File: config.mk
export PLATFORM = sky130hd
export DESIGN_NAME = banked_irq_ctrl
export DESIGN_NICKNAME = d
export VERILOG_FILES = /design/src/rtl/ictl_pkg.sv /design/src/rtl/ictl_mask_reg.sv /design/src/rtl/ictl_bank_front.sv /design/src/rtl/ictl_fiq_route.sv /design/src/rtl/banked_irq_ctrl.sv
export SDC_FILE = /design/constraint.sdc
export NUM_CORES = 1
export LEC_CHECK = 0
export ABC_AREA = 1
export ABC_CLOCK_PERIOD_IN_PS = 1500
export CORE_ASPECT_RATIO = 0.8
export CORE_MARGIN = 1.5
export CORE_UTILIZATION = 45
export DETAILED_ROUTE_END_ITERATION = 12
export HOLD_SLACK_MARGIN = 0.03
export PLACE_DENSITY = 0.75
export REMOVE_ABC_BUFFERS = 1
export SLEW_MARGIN = 20
export SYNTH_ARGS = -nofsm -noshare
export SYNTH_HDL_FRONTEND = slang
export SYNTH_SLANG_ARGS = --single-unit
File: constraint.sdc
create_clock -name clk -period 1.5 [get_ports clk]
set_input_delay 0.15 -clock clk [delete_from_list [all_inputs] [get_ports clk]]
set_output_delay 0.15 -clock clk [all_outputs]
set_load 0.02 [all_outputs]
File: src/rtl/ictl_pkg.sv
package ictl_pkg;
  localparam int BASIC_N = 8;
  localparam int BANK_W  = 32;
  localparam int SC1_N   = 5;
  localparam int SC2_N   = 6;
  localparam int SEL_W   = 7;

  // Register byte offsets (software relies on them).
  localparam int OFF_PEND0 = 'h00;
  localparam int OFF_PEND1 = 'h04;
  localparam int OFF_PEND2 = 'h08;
  localparam int OFF_FIQ   = 'h0c;
  localparam int OFF_EN1   = 'h10;
  localparam int OFF_EN2   = 'h14;
  localparam int OFF_EN0   = 'h18;
  localparam int OFF_DIS1  = 'h1c;
  localparam int OFF_DIS2  = 'h20;
  localparam int OFF_DIS0  = 'h24;

  // Peripheral line carried by shortcut slot k of the given bank.
  function automatic int sc_line(input int bank, input int k);
    int r;
    r = 0;
    if (bank == 1) begin
      case (k)
        0: r = 7;
        1: r = 9;
        2: r = 10;
        3: r = 18;
        default: r = 19;
      endcase
    end else begin
      case (k)
        0: r = 21;
        1: r = 22;
        2: r = 23;
        3: r = 24;
        4: r = 25;
        default: r = 30;
      endcase
    end
    return r;
  endfunction

  function automatic logic [BANK_W-1:0] sc_mask(input int bank, input int n);
    logic [BANK_W-1:0] m;
    m = '0;
    for (int k = 0; k < n; k++) m[sc_line(bank, k)] = 1'b1;
    return m;
  endfunction
endpackage

File: src/rtl/ictl_mask_reg.sv
module ictl_mask_reg #(
  parameter int W    = 32,
  parameter int LIVE = 32
) (
  input  logic         clk,
  input  logic         rst_n,
  input  logic         set_we,
  input  logic         clr_we,
  input  logic [W-1:0] wdata,
  output logic [W-1:0] mask_q
);
  localparam logic [W-1:0] LIVE_MASK = (LIVE >= W) ? '1 : W'((64'd1 << LIVE) - 64'd1);

  always_ff @(posedge clk) begin
    if (!rst_n) begin
      mask_q <= '0;
    end else if (set_we) begin
      mask_q <= (mask_q | wdata) & LIVE_MASK;
    end else if (clr_we) begin
      mask_q <= mask_q & ~wdata & LIVE_MASK;
    end
  end
endmodule

File: src/rtl/ictl_bank_front.sv
module ictl_bank_front #(
  parameter int W       = 32,
  parameter int BANK_ID = 1,
  parameter int N_SC    = 5
) (
  input  logic [W-1:0]    raw,
  input  logic [W-1:0]    mask,
  output logic [W-1:0]    pend,
  output logic [N_SC-1:0] sc_bits,
  output logic            summary
);
  localparam logic [W-1:0] SC_SET = W'(ictl_pkg::sc_mask(BANK_ID, N_SC));

  assign pend    = raw & mask;
  assign summary = |(pend & ~SC_SET);

  for (genvar k = 0; k < N_SC; k++) begin : g_sc
    localparam int LINE = ictl_pkg::sc_line(BANK_ID, k);
    assign sc_bits[k] = pend[LINE];
  end
endmodule

File: src/rtl/ictl_fiq_route.sv
module ictl_fiq_route #(
  parameter int W     = 32,
  parameter int SEL_W = 7,
  parameter int N_SRC = 72
) (
  input  logic             clk,
  input  logic             rst_n,
  input  logic             we,
  input  logic [W-1:0]     wdata,
  input  logic [N_SRC-1:0] raw_all,
  output logic [W-1:0]     ctrl_q,
  output logic             fiq
);
  localparam int SPAN = 1 << SEL_W;
  localparam logic [W-1:0] KEEP = W'((64'd1 << (SEL_W + 1)) - 64'd1);

  logic [SPAN-1:0]  raw_pad;
  logic [SEL_W-1:0] sel;

  assign raw_pad = SPAN'(raw_all);
  assign sel     = ctrl_q[SEL_W-1:0];

  always_ff @(posedge clk) begin
    if (!rst_n) ctrl_q <= '0;
    else if (we) ctrl_q <= wdata & KEEP;
  end

  assign fiq = ctrl_q[SEL_W] & raw_pad[sel];
endmodule

File: src/rtl/banked_irq_ctrl.sv
module banked_irq_ctrl #(
  parameter int ADDR_W = 6,
  parameter int DATA_W = 32
) (
  input  logic                        clk,
  input  logic                        rst_n,
  input  logic                        bus_wr,
  input  logic [ADDR_W-1:0]           bus_addr,
  input  logic [DATA_W-1:0]           bus_wdata,
  output logic [DATA_W-1:0]           bus_rdata,
  input  logic [ictl_pkg::BASIC_N-1:0] src_basic,
  input  logic [ictl_pkg::BANK_W-1:0]  src_bank1,
  input  logic [ictl_pkg::BANK_W-1:0]  src_bank2,
  output logic                        irq,
  output logic                        fiq
);
  import ictl_pkg::*;

  localparam int N_SRC  = 2 * BANK_W + BASIC_N;
  localparam int P0_W   = BASIC_N + 2 + SC1_N + SC2_N;
  localparam logic [ADDR_W-1:0] A_PEND0 = ADDR_W'(OFF_PEND0);
  localparam logic [ADDR_W-1:0] A_PEND1 = ADDR_W'(OFF_PEND1);
  localparam logic [ADDR_W-1:0] A_PEND2 = ADDR_W'(OFF_PEND2);
  localparam logic [ADDR_W-1:0] A_FIQ   = ADDR_W'(OFF_FIQ);
  localparam logic [ADDR_W-1:0] A_EN0   = ADDR_W'(OFF_EN0);
  localparam logic [ADDR_W-1:0] A_EN1   = ADDR_W'(OFF_EN1);
  localparam logic [ADDR_W-1:0] A_EN2   = ADDR_W'(OFF_EN2);
  localparam logic [ADDR_W-1:0] A_DIS0  = ADDR_W'(OFF_DIS0);
  localparam logic [ADDR_W-1:0] A_DIS1  = ADDR_W'(OFF_DIS1);
  localparam logic [ADDR_W-1:0] A_DIS2  = ADDR_W'(OFF_DIS2);

  logic [DATA_W-1:0] en0_q, en1_q, en2_q, fiq_ctl_q;
  logic [BANK_W-1:0] pend1, pend2;
  logic [SC1_N-1:0]  sc1;
  logic [SC2_N-1:0]  sc2;
  logic              sum1, sum2;
  logic [P0_W-1:0]   pend0;

  ictl_mask_reg #(.W(DATA_W), .LIVE(BASIC_N)) u_en0 (
    .clk(clk), .rst_n(rst_n),
    .set_we(bus_wr && bus_addr == A_EN0), .clr_we(bus_wr && bus_addr == A_DIS0),
    .wdata(bus_wdata), .mask_q(en0_q)
  );
  ictl_mask_reg #(.W(DATA_W), .LIVE(BANK_W)) u_en1 (
    .clk(clk), .rst_n(rst_n),
    .set_we(bus_wr && bus_addr == A_EN1), .clr_we(bus_wr && bus_addr == A_DIS1),
    .wdata(bus_wdata), .mask_q(en1_q)
  );
  ictl_mask_reg #(.W(DATA_W), .LIVE(BANK_W)) u_en2 (
    .clk(clk), .rst_n(rst_n),
    .set_we(bus_wr && bus_addr == A_EN2), .clr_we(bus_wr && bus_addr == A_DIS2),
    .wdata(bus_wdata), .mask_q(en2_q)
  );

  ictl_bank_front #(.W(BANK_W), .BANK_ID(1), .N_SC(SC1_N)) u_bank1 (
    .raw(src_bank1), .mask(en1_q[BANK_W-1:0]),
    .pend(pend1), .sc_bits(sc1), .summary(sum1)
  );
  ictl_bank_front #(.W(BANK_W), .BANK_ID(2), .N_SC(SC2_N)) u_bank2 (
    .raw(src_bank2), .mask(en2_q[BANK_W-1:0]),
    .pend(pend2), .sc_bits(sc2), .summary(sum2)
  );

  ictl_fiq_route #(.W(DATA_W), .SEL_W(SEL_W), .N_SRC(N_SRC)) u_fiq (
    .clk(clk), .rst_n(rst_n),
    .we(bus_wr && bus_addr == A_FIQ), .wdata(bus_wdata),
    .raw_all({src_basic, src_bank2, src_bank1}),
    .ctrl_q(fiq_ctl_q), .fiq(fiq)
  );

  assign pend0 = {sc2, sc1, sum2, sum1, src_basic & en0_q[BASIC_N-1:0]};
  assign irq   = |pend0;

  always_comb begin
    bus_rdata = '0;
    case (bus_addr)
      A_PEND0: bus_rdata = DATA_W'(pend0);
      A_PEND1: bus_rdata = DATA_W'(pend1);
      A_PEND2: bus_rdata = DATA_W'(pend2);
      A_FIQ:   bus_rdata = fiq_ctl_q;
      A_EN0:   bus_rdata = en0_q;
      A_EN1:   bus_rdata = en1_q;
      A_EN2:   bus_rdata = en2_q;
      default: bus_rdata = '0;
    endcase
  end
endmodule

==> results of run 1 <==
[routing by layer]
layer / global-route usage [%] / overflow
met3: 67.5 / 4
met1: 80.6 / 0
met5: 22.8 / 0
met2: 97.8 / 53
met4: 88.4 / 34
[what timing repair did]
action	in CTS
endpoints found under the setup margin	106
setup buffers	27
pin swaps	67
cloned	13
gates resized for setup	409
[cell usage after synthesis (2+ instances only)]
cell,number
buf_6,5
o2111ai_1,17
buf_4,7
nor2_4,2
o22ai_1,7
o21ai_0,53
nor4_1,4
nor3_2,2
inv_1,51
o2111ai_2,2
o221ai_2,7
nand3_1,68
a22oi_1,31
nor2_1,25
inv_2,7
clkinv_1,2
clkbuf_1,12
o221ai_1,5
nor3_1,6
dfxtp_1,80
o21ai_2,31
buf_2,21
a2bb2oi_1,4
nand4_1,17
nand2_1,263
a21oi_1,82
[stage by stage]
step	setup WS [ns]	hold WS, ns	area (sq um)	util (%)	TNS [ns]
CTS	-0.566	0.426	10100	86.4	-12.49
detailed placement	-1.11	0.490	8470	72.7	-72.90
global placement	-1.06	0.480	8470	72.7	-70.98
floorplan	-0.660	0.261	5180	-	-19.41
[logic make-up after synthesis]
family / Yosys count
compound gates: 245
simple gates: 393
buf+inv: 107
flops: 80
==> reports/summary.txt, run 1 <==
outcome -> aborted with a tool error
grt repair worst endpoint -> fiq
top post-synthesis cells by area -> dfxtp_1 (29%), nand2_1 (18%), a21oi_1 (7.5%), nand3_1 (6.2%), o21ai_2 (5.0%)
number of synthesized register bits -> 80
Max Root-Sink Buffers -> 2
Post-synth EDFFs -> 0
sequential fraction of the synthesis area -> 29.3%
multiplexer area fraction after synthesis -> 0%
I/O pin total -> 147
DP Cell Count -> 1273
total track usage -> 81.6%
tool error -> [ERROR GRT-0232] Routing congestion too high. Check the congestion heatmap in the GUI.
largest net degree at the start of global routing -> 25
Starting Density -> 46.9%
Clock H-tree levels -> 3
# hold bufs at CTS -> 0
Rows -> 35
FFs w/ async S/R, synth -> 0%
Post-Synth Simple-Gate Area -> 31.3%
biggest area consumer among synthesized cells -> dfxtp_1
Post-Syn Area per Cell -> 6.62 sq um
Yosys cell types -> 40
die width -> 126 microns
warnings from Yosys -> 0
die height -> 102 microns
Post-Syn Instances -> 825
Buffers on Ports -> 146
Remaining Overflow, GRT -> 91
gpl congestion -> 1.01
post-synth top area share -> 29.3%
Num CTS Buffers -> 9
CTS root buf -> clkbuf_16
Exit stage -> global routing
main combinational cell family by area after synthesis -> simple AND/OR/NAND/NOR gates
Synth Area in Compound Gates -> 30.1%
Synth Area in XOR/XNOR -> 0%
DP Wirelength -> 18500 microns
post-synthesis adder-cell area fraction -> 0%
Clock Sinks -> 80
worst ep type -> top-level output
prevailing post-synth register cell -> dfxtp_1
mapped cell area -> 0.00546 sq mm
==> inputs of run 2 (changes only) <==
- CORE_ASPECT_RATIO: 0.8 -> default
- CORE_UTILIZATION: 45 -> 30
- HOLD_SLACK_MARGIN: 0.03 -> default
- PLACE_DENSITY: 0.75 -> default
- PLACE_DENSITY_LB_ADDON: default -> 0.15
==> run 2 against run 1 <==
Net effect: the flow now finishes, with violations (setup timing); synthesized cell count unchanged; synthesized area unchanged.
==> reports/summary.txt, run 2 <==
Peak supply drop -> 531 uV
PnR worst setup slack -> -0.630 ns
part of the power in registers -> 40.0%
Internal -> 0.00388 W
final hold viol count -> 0
Rows -> 49 (+40%)
most common cell after layout, fill and taps aside -> nand2_1
most frequent cell after synthesis -> nand2_1
largest net degree at the start of global routing -> 45
cell mode on critical path -> nand4_1
Worst-path clk slew -> 0.07 ns
crit path kind -> register to output pin
Non-Filler Instances -> 1414
I/O pin total -> 147 (unchanged)
Post-synth EDFFs -> 0 (unchanged)
CTS tree -> done
Die Footprint -> 0.0190 sq mm
outcome -> finished with violations
Critical Path Fanout Max -> 2
prevailing post-synth register cell -> dfxtp_1
power per standard cell area -> 515 mW/mm^2
Hold Crit Start -> bus_wdata[23]
Worst setup SP type -> register
Num CTS Buffers -> 9 (unchanged)
biggest area consumer among synthesized cells -> dfxtp_1
mapped cell area -> 0.00546 sq mm (unchanged)
Setup WS pre-CTS -> -1.07 ns (+0.0442 ns)
top post-synthesis cells by area -> dfxtp_1 (29%), nand2_1 (18%), a21oi_1 (7.5%), nand3_1 (6.2%), o21ai_2 (5.0%)
vias in the first global route -> 7043
synthesis-to-finish area growth -> 90.1%
Remaining Overflow, GRT -> 0
violated checks -> setup timing
fraction of layout cells with a size suffix above 1 -> 39.3%
Worst EP required -> 1.35 ns
hold crit path type -> input pin to register
die height -> 138 microns (+36%)
Post-Syn Area per Cell -> 6.62 sq um (unchanged)
CP max stage cell -> nor4_1
FFs w/ async S/R, synth -> 0% (unchanged)
drt total wl -> 27700 microns
final period utilization -> 142%
Comb pwr share -> 16.6%
crit-path max cell delay -> 0.33 ns
DP Wirelength -> 18700 microns (+0.64%)
Starting Density -> 30.5% (-16 points)
reg2reg start -> u_fiq.ctrl_q[0]$_SDFFE_PN0P_
clock skew -> 0 ns
Final setup viols -> 65
Reg2Reg Setup Slack -> 0.63 ns
P_sw -> 0.00146 W
total track usage -> 28.4%
first-pass GRT wire length -> 39700 microns
Ant. Diodes -> 0
sequential fraction of the synthesis area -> 29.3% (unchanged)
slew at the pin closest to its max-slew limit -> 0.358 ns
initial antenna violation count -> 0
CTS root buf -> clkbuf_16
number of synthesized register bits -> 80 (unchanged)
Final Util -> 58.0%
final worst path period need -> 2.13 ns
DRC viols -> 0
Detailed Route Iter0 Violations -> 849
Clock Latency Late Sink -> 0.35 ns
Max Root-Sink Buffers -> 2 (unchanged)
Yosys cell types -> 40 (unchanged)
post-synth top area share -> 29.3% (unchanged)
gpl congestion -> 0.892 (-12%)
DP Cell Count -> 1359 (+6.8%)
setup_tns -> -10.91 ns
core area -> 0.0179 sq mm
Leak -> 4.25 nW
Clock Sinks -> 80 (unchanged)
# hold bufs at CTS -> 0 (unchanged)
Synth top cells by count -> nand2_1 (263), a21oi_1 (82), dfxtp_1 (80), nand3_1 (68), o21ai_0 (53)
warnings from Yosys -> 0 (unchanged)
Buffers on Ports -> 146 (unchanged)
CP Capture Type -> output pin
Top delay family on crit path -> simple AND/OR/NAND/NOR gates
die width -> 138 microns (+9.3%)
Post-Syn Instances -> 825 (unchanged)
Max Clk Rate -> 0.470 GHz
Slew HR -> 76.1%
CP Cell Sequence -> nand2_2 > nand4_1 > nor4_1 > buf_4 > nand4_1 > nand3b_1 > buf_2
most frequent cells in the layout -> nand2_1 (234), buf_4 (193), clkdlybuf4s50_1 (105), a21oi_1 (79), dfxtp_1 (70)
post-route ant nets -> 0
max_cap viols -> 0
# nets final -> 1293
switching share of power -> 27.4%
Via density -> 5.35
Routed WL per cell -> 19.6 microns
max-slew violation count -> 0
RSZ-0062 raised after global routing -> true
Bufs and invs on worst path -> 2
Vias -> 7571
Clock Power Share -> 43.4%
Critical Path AT -> 1.98 ns
Clock H-tree levels -> 3 (unchanged)
First-pass DRT Iterations -> 5
==> run 2: cell counts after synthesis <==
Identical to the previous run, type by type.
==> run 2: layout make-up <==
cell class	instances	area, sq um
tap	229	287
clock buffer	9	225
timing repair buffer	389	3820
fill	1634	7520
inverter	61	283
multi-input combinational	638	4060
clock inverter	7	70.1
sequential	80	1620
timing repair inverter	1	11.3
==> run 2: what timing repair did <==
item / 4_1_cts / 5_1_grt
cloned: 4 / 5
pin swaps: 33 / 29
buffers inserted: 18 / 13
endpoints found under the setup margin: 110 / 45
gates resized for setup: 325 / 99
==> run 2: cell families (layout without fill, tap and decap cells) <==
kind of cell / count (synthesis) / after routing / share of synthesized area (%)
and+or+nand+nor: 393 / 393 / 31.3
AOI/OAI and AO/OA: 245 / 245 / 30.1
buffers and inverters: 107 / 467 / 9.26
DFF: 80 / 80 / 29.3
==> run 2: final timing paths <==
kind                                                     end  depth (start not counted)
worst min register to register                      register                          2
worst max register to register  u_fiq.ctrl_q[0]$_SDFFE_PN0P_                          3
worst max-delay path                                     irq                          7
worst min-delay path                                register                          3
==> run 2: worst min-delay path, stage by stage <==
cell             delay (ns)
clkdlybuf4s50_1        0.43
nand2_1                0.08
a21oi_1                0.05
==> run 2: through the flow <==
stage          hold WS, ns  total power, W  instance area, sq um
2_1_floorplan        0.261         0.00238                  5180
3_3_place_gp         0.477         0.00298                  8680
3_5_place_dp         0.475         0.00297                  8680
4_1_cts              0.398         0.00531                  9750
5_1_grt              0.429         0.00548                 10400
6_report             0.407         0.00534                 10400
==> run 2: power groups by stage <==
| stage | clock network [W] | logic [W] | registers [W] |
|---|---|---|---|
| after floorplan | 0 | 0.000192 | 0.00219 |
| after global placement | 0 | 0.000790 | 0.00219 |
| after detailed placement | 0 | 0.000787 | 0.00219 |
| after CTS | 0.00233 | 0.000836 | 0.00214 |
| after global routing | 0.00241 | 0.000932 | 0.00214 |
| final | 0.00232 | 0.000885 | 0.00214 |
==> run 2: per-layer routing <==
layer / vias to the layer above / track usage, % / routed length, microns
met2: 346 / 44.5 / 12800
met4: 0 / 12.3 / 850
li1: 3585 / - / -
met1: 3583 / 38.8 / 11900
met5: - / 0 / 0
met3: 57 / 4.06 / 2130
(Power assumes the default switching activity.)
==> inputs of run 3 (changes only) <==
- CAP_MARGIN: default -> 25
==> results of run 3 <==
The final DEF is identical to that of run 2; final timing and power are the same.
==> inputs of run 4 (changes only) <==
- ABC_CLOCK_PERIOD_IN_PS: 1500 -> default
- GPL_ROUTABILITY_DRIVEN: default -> 0
==> results of run 4 <==
The final DEF is identical to that of run 2; final timing and power are the same.
